$ cat config.mk
export PLATFORM = sky130hd
export DESIGN_NAME = bank_access_ctrl
export DESIGN_NICKNAME = d
export VERILOG_FILES = /design/src/rtl/bacc_pkg.sv /design/src/rtl/bacc_sel_decode.sv /design/src/rtl/bacc_port.sv /design/src/rtl/bank_access_ctrl.sv
export SDC_FILE = /design/constraint.sdc
export NUM_CORES = 1
export LEC_CHECK = 0
export ABC_AREA = 1
export BUFFER_PORTS_ARGS = -buffer_cell sky130_fd_sc_hd__buf_2
export CAP_MARGIN = 25
export CORE_MARGIN = 2
export CORE_UTILIZATION = 52
export CTS_CLUSTER_DIAMETER = 60
export DETAILED_ROUTE_END_ITERATION = 10
export GPL_TIMING_DRIVEN = 0
export PLACE_DENSITY = 0.85
export SYNTH_ARGS = -nofsm -noshare
export SYNTH_HDL_FRONTEND = slang
export SYNTH_HIERARCHICAL = 1
export SYNTH_SLANG_ARGS = --single-unit
$ cat constraint.sdc
create_clock -name clk -period 2.05 [get_ports clk]
set_input_delay 0.41 -clock clk [delete_from_list [all_inputs] [get_ports clk]]
set_output_delay 0.41 -clock clk [all_outputs]
set_load 0.02 [all_outputs]
$ cat src/rtl/bacc_pkg.sv
package bacc_pkg;
   localparam logic [3:0] DEV_TYPE_DEFAULT = 4'b1010;

   typedef struct packed {
      logic [3:0] dtype;
      logic [2:0] sel;
      logic       rd;
   } slv_addr_t;
endpackage

$ cat src/rtl/bacc_sel_decode.sv
module bacc_sel_decode #(
   parameter int PORT_ID = 0,
   parameter int NPORTS  = 4,
   localparam int BANKW  = $clog2(NPORTS)
) (
   input  logic [2:0]       sel_i,
   output logic             ok_o,
   output logic [BANKW-1:0] bank_o
);
   generate
      if (PORT_ID == 0) begin : g_host
         // host picks a bank through the select field; zero names none
         always_comb begin
            ok_o   = (sel_i != 3'd0) && (int'(sel_i) < NPORTS);
            bank_o = sel_i[BANKW-1:0];
         end
      end else begin : g_disp
         // display port: fixed bank, select field must be clear
         always_comb begin
            ok_o   = (sel_i == 3'd0);
            bank_o = BANKW'(PORT_ID);
         end
      end
   endgenerate
endmodule

$ cat src/rtl/bacc_port.sv
module bacc_port
   import bacc_pkg::*;
#(
   parameter int          PORT_ID  = 0,
   parameter int          NPORTS   = 4,
   parameter logic [3:0]  DEV_TYPE = DEV_TYPE_DEFAULT,
   localparam int         BANKW    = $clog2(NPORTS),
   localparam bit         IS_HOST  = (PORT_ID == 0)
) (
   input  logic             clk,
   input  logic             rst_n,
   input  logic             wp_i,
   input  logic             start_i,
   input  logic             stop_i,
   input  logic             addr_vld_i,
   input  logic [7:0]       addr_byte_i,
   input  logic             byte_end_i,
   output logic             ack_o,
   output logic             acc_o,
   output logic [BANKW-1:0] bank_o,
   output logic             wr_en_o
);
   slv_addr_t        a;
   logic             open_q, snap_q, moved_q, wmode_q;
   logic             dec_ok, bad, role_ok, hit;
   logic [BANKW-1:0] dec_bank;

   assign a = slv_addr_t'(addr_byte_i);

   bacc_sel_decode #(.PORT_ID(PORT_ID), .NPORTS(NPORTS)) u_dec (
      .sel_i (a.sel),
      .ok_o  (dec_ok),
      .bank_o(dec_bank)
   );

   always_comb begin
      bad     = moved_q || (wp_i != snap_q);
      role_ok = IS_HOST ? snap_q : !snap_q;
      hit     = (a.dtype == DEV_TYPE) && dec_ok && role_ok && !bad;
   end

   always_ff @(posedge clk or negedge rst_n) begin
      if (!rst_n) begin
         open_q  <= 1'b0;
         snap_q  <= 1'b0;
         moved_q <= 1'b0;
         wmode_q <= 1'b0;
         acc_o   <= 1'b0;
         ack_o   <= 1'b0;
         bank_o  <= '0;
      end else begin
         ack_o <= 1'b0;
         if (start_i) begin
            open_q  <= 1'b1;
            snap_q  <= wp_i;
            moved_q <= 1'b0;
            acc_o   <= 1'b0;
            wmode_q <= 1'b0;
         end else if (stop_i) begin
            open_q  <= 1'b0;
            moved_q <= 1'b0;
            acc_o   <= 1'b0;
            wmode_q <= 1'b0;
         end else begin
            if (open_q && (wp_i != snap_q)) moved_q <= 1'b1;
            if (addr_vld_i && open_q) begin
               acc_o   <= hit;
               ack_o   <= hit;
               wmode_q <= hit && IS_HOST && !a.rd;
               if (hit) bank_o <= dec_bank;
            end else if (byte_end_i && acc_o) begin
               ack_o <= !bad;
               if (bad) begin
                  acc_o   <= 1'b0;
                  wmode_q <= 1'b0;
               end
            end
         end
      end
   end

   generate
      if (IS_HOST) begin : g_wen
         assign wr_en_o = acc_o && wmode_q;
      end else begin : g_nowen
         assign wr_en_o = 1'b0;
      end
   endgenerate
endmodule

$ cat src/rtl/bank_access_ctrl.sv
module bank_access_ctrl
   import bacc_pkg::*;
#(
   parameter int         NPORTS   = 4,
   parameter logic [3:0] DEV_TYPE = DEV_TYPE_DEFAULT,
   localparam int        BANKW    = $clog2(NPORTS)
) (
   input  logic                    clk,
   input  logic                    rst_n,
   input  logic                    wp_i,
   input  logic [NPORTS-1:0]       start_i,
   input  logic [NPORTS-1:0]       stop_i,
   input  logic [NPORTS-1:0]       addr_vld_i,
   input  logic [NPORTS*8-1:0]     addr_byte_i,
   input  logic [NPORTS-1:0]       byte_end_i,
   output logic [NPORTS-1:0]       ack_o,
   output logic [NPORTS-1:0]       acc_o,
   output logic [NPORTS*BANKW-1:0] bank_o,
   output logic [NPORTS-1:0]       wr_en_o
);
   initial begin
      if (NPORTS < 2 || NPORTS > 4)
         $error("bank_access_ctrl: NPORTS must lie in 2..4, select field is 3 bits");
   end

   for (genvar p = 0; p < NPORTS; p++) begin : g_port
      bacc_port #(.PORT_ID(p), .NPORTS(NPORTS), .DEV_TYPE(DEV_TYPE)) u_port (
         .clk        (clk),
         .rst_n      (rst_n),
         .wp_i       (wp_i),
         .start_i    (start_i[p]),
         .stop_i     (stop_i[p]),
         .addr_vld_i (addr_vld_i[p]),
         .addr_byte_i(addr_byte_i[p*8 +: 8]),
         .byte_end_i (byte_end_i[p]),
         .ack_o      (ack_o[p]),
         .acc_o      (acc_o[p]),
         .bank_o     (bank_o[p*BANKW +: BANKW]),
         .wr_en_o    (wr_en_o[p])
      );
   end
endmodule

Yosys cells after proc, flatten, opt, wreduce, memory -nomap -nowiden --
Cells that the tools add are included.
Cells by class: order comparisons 1, eq/ne operators 8, multiplexer cells 59, bitwise operators 8, reductions and logical operators 67
Operator list (count):
- $mux 1 | 59
- $reduce_bool 4->1 | 8
- $logic_and 1x1->1 | 27
- $eq 4x4->1 const B | 4
- $reduce_and 4->1 | 4
- $reduce_bool 3->1 | 5
- $logic_not 3->1 | 3
- $logic_not 1->1 | 8
- $not 1->1 | 8
- $reduce_and 2->1 | 4
- $reduce_bool 2->1 | 4
- $logic_or 1x1->1 | 4
- $ne 1x1->1 | 4
- $lt 3x3->1 const B | 1
Word-level totals: register bits after elaboration 26, bits of input ports 51, output and inout port bits 20, logic and storage cells 168

Longest topological paths before layout --
word-level depth 9, gate-level depth with buffers 8, depth with buffers taken out 8

By module --
The synthesis kept the hierarchy.
Modules (own cells, without submodules):
- bacc_port at g_port[1].u_port ... | times used 3, cells an instance 47, area each 380.4 um^2, seq. area each 175.2 um^2
- bacc_port at g_port[0].u_port | times used 1, cells an instance 55, area each 452.9 um^2, seq. area each 200.2 um^2
- bacc_sel_decode at g_port[1].u_port.u_dec ... | times used 2, cells an instance 8, area each 40.0 um^2, seq. area each 0.0 um^2
- bacc_sel_decode at g_port[3].u_port.u_dec | times used 1, cells an instance 7, area each 36.3 um^2, seq. area each 0.0 um^2
- bacc_sel_decode at g_port[0].u_port.u_dec | times used 1, cells an instance 4, area each 22.5 um^2, seq. area each 0.0 um^2

Least setup slack after synthesis --
No wires, ideal clock.
path kind register to output, from register g_port[0].u_port.acc_o, to output port wr_en_o[0], data arrival time 0.680 ns, setup slack 0.960 ns, cell stages (with the launch flop) 3, path buffers 0, path through dfrtp_1 -> nand2_1 -> inv_1
Between the ends: cells in the longest elaborated chain, start to end 1
Ends and longest elaborated chain:
- start: declaration | RTL line bacc_port.sv:19 | output logic acc_o,
- start signal: assignment | RTL line bacc_port.sv:67 | acc_o <= hit;
- $logic_and 1x1->1 | RTL line bacc_port.sv:84 | assign wr_en_o = acc_o && wmode_q;
- end: declaration | RTL line bank_access_ctrl.sv:19 | output logic [NPORTS-1:0] wr_en_o
Every way passes these cells.

Final worst setup path --
Same ends and word-level chain as after synthesis.

==> qor.csv <==
metric;value;unit
status;finished clean;
htreeDepth;2;
synth_cells;223;
final_net_count;346;
rsz0062_at_grt;no;
tns;0;ns
critPathSlowestCell;dfrtp_1;
grt_max_degree;30;
tightest_slew;0.617;ns
fmax;707;MHz
grt_antenna_before_repair;0;
finalCritPeriodShare;69.0;%
gp_congestion;0.839;
cts.sinks;29;
ys_ff_latch;29;
gr-total-overflow;0;
postCtsSetupBuffers;0;
path_class;reg2out;
placed_cell_area;2110;µm²
finalCriticalPeriod;1.42;ns
setup-violations-final;0;
startpoint_type;register;
clk_pin_slew;0.09;ns
cts-buffers-inserted;5;
skew;0.00804;ns
io_pins;71;
power_density;529;nW/µm²
core_area;3100;µm²
die_h;61.7;µm
dr_total_vias;1517;
endpoint_kind;primary output;
grt_pass1_wl;5.23;mm
avgSynthCellArea;7.77;µm²
final_common_cell;buf_2;
finalHoldViolCount;0;
max_stage_delay;0.42;ns
leakage;1.34;nW
crit_chain;nand2_1, inv_1, buf_2;
area_growth_syn_to_layout;25.1;%
routed_via_density;4.47;
ir_drop;0.367;mV
die_area;3810;µm²
cts.repair.resized;0;
drive_gt1_share;38.6;%
cts_tree;built;
start_util;55.8;%
critPathRequiredTime;1.64;ns
num_antenna_cells;0;
clockBufferDepth;2;
ant_nets;0;
drc;0;
grt_use_total;18.6;%
synth_cell_types;21;
crit_buf_inv;2;
wl_per_cell;9.53;µm
yosysSeqAreaShare;41.9;%
insertion_delay;0.32;ns
drt_iter0_markers;63;
path_delay_family;flip-flops;
arrival;1.01;ns
fin_area;2170;µm²
grt_pass1_vias;1385;
worstPathMaxFanout;4;
hold_class;in2async;
maxCapViolations;0;
final_cell_mix;buf_2, nand2_1, inv_1;
fp.dieW;61.7;µm
wirelength;3.23;mm
netlist_area;1730;µm²
cts_root_buf;clkbuf_4;
firstDrtPassIters;4;
postCtsHoldBufs;0;
drv_slew;0;
slew_headroom;58.9;%
hpwlAfterDp;2.68;mm
yosysWarnings;6;
rows;20;
port_buffers;64;
==> routing by layer <==
layer	track usage, %	up-vias	part of all wire [%]
li1	-	793	-
met2	34.3	45	49
met5	0	-	0
met4	6.38	0	1.2
met1	21.4	674	44
met3	3.93	5	5.5
==> synth_stat cells, drive strengths merged <==
library cell / number / area (µm²)
dfrtp: 29 / 726
nor3b: 3 / 22.5
nand2: 65 / 257
buf: 11 / 82.6
conb: 8 / 30.0
nor2: 22 / 171
o21ai: 7 / 35.0
nand4: 1 / 6.26
a21o: 1 / 7.51
nand3: 27 / 193
inv: 45 / 169
o2111ai: 3 / 26.3
o211ai: 1 / 7.51
==> sequential cells by signal, indices dropped and copies added (netlist names) <==
signal and count:
g_port.u_port/bank_o 8, g_port.u_port/snap_q 3, g_port.u_port/ack_o 4, g_port.u_port/acc_o 4, g_port.u_port/moved_q 4, g_port.u_port/open_q 4, g_port.u_port/wmode_q 1, g_port.u_port/role_ok 1
==> through the flow <==
step | util, % | hold slack (ns) | instances | setup slack, ns | total power [mW]
final | 69.8 | 0.0977 | 339 | 0.635 | 1.15
after floorplan | - | 0.114 | 224 | 0.960 | 0.730
after CTS | 69.8 | 0.112 | 339 | 0.635 | 1.15
after detailed placement | 68.1 | 0.459 | 332 | 0.716 | 0.813
after global placement | 68.1 | 0.450 | 332 | 0.751 | 0.806
after global routing | 69.8 | 0.149 | 339 | 0.562 | 1.21
==> where the power goes <==
part / leakage (nW) / internal (mW) / switching, mW
combinational: 0.923 / 0.0825 / 0.116
clock: 0.0314 / 0.162 / 0.185
sequential: 0.384 / 0.589 / 0.0125
total: 1.34 / 0.833 / 0.314
==> cells by family (layout without fill, tap and decap cells) <==
| kind of cell | after synthesis | after routing | synth area share, % |
|---|---|---|---|
| and+or+nand+nor | 118 | 118 | 37.5 |
| buffers and inverters | 56 | 127 | 14.5 |
| DFF | 29 | 29 | 41.9 |
| AOI/OAI and AO/OA | 12 | 12 | 4.40 |
| other | 8 | 9 | 1.73 |
==> worst reg2reg max path: cells and delay by family, from the launching register on <==
| family | cells | cell delay, ns |
|---|---|---|
| AND/OR/NAND/NOR | 6 | 0.60 |
| flip-flops | 1 | 0.42 |
==> final cells by class <==
cell class,instances,area (µm²)
repair buffers,64,320
plain buffers,11,82.6
flip-flops and latches,29,726
clock buffers,7,55.1
fillers,280,936
inverters,45,169
multi-input cells,139,759
well taps,44,55.1
==> worst paths after layout <==
kind / from / to / slack, ns / depth (start not counted)
setup / recovery: g_port[0].u_port/acc_o$_DFFE_PN0P_ / wr_en_o[0] / 0.63 / 3
setup reg to reg: g_port[3].u_port/snap_q$_DFFE_PN0P_ / g_port[3].u_port/bank_o[1]$_DFFE_PN0P_ / 0.93 / 6
hold / removal: rst_n / g_port[1].u_port/open_q$_DFFE_PN0N_ / 0.1 / 1
max in group asynchronous: rst_n / g_port[2].u_port/bank_o[0]$_DFFE_PN0P_ / 1.55 / 1
hold reg to reg: g_port[2].u_port/bank_o[0]$_DFFE_PN0P_ / g_port[2].u_port/bank_o[0]$_DFFE_PN0P_ / 0.47 / 2
min in group clk: start_i[1] / g_port[1].u_port/snap_q$_DFFE_PN0P_ / 0.32 / 2
Note: power is estimated with default switching activity, not from simulation.
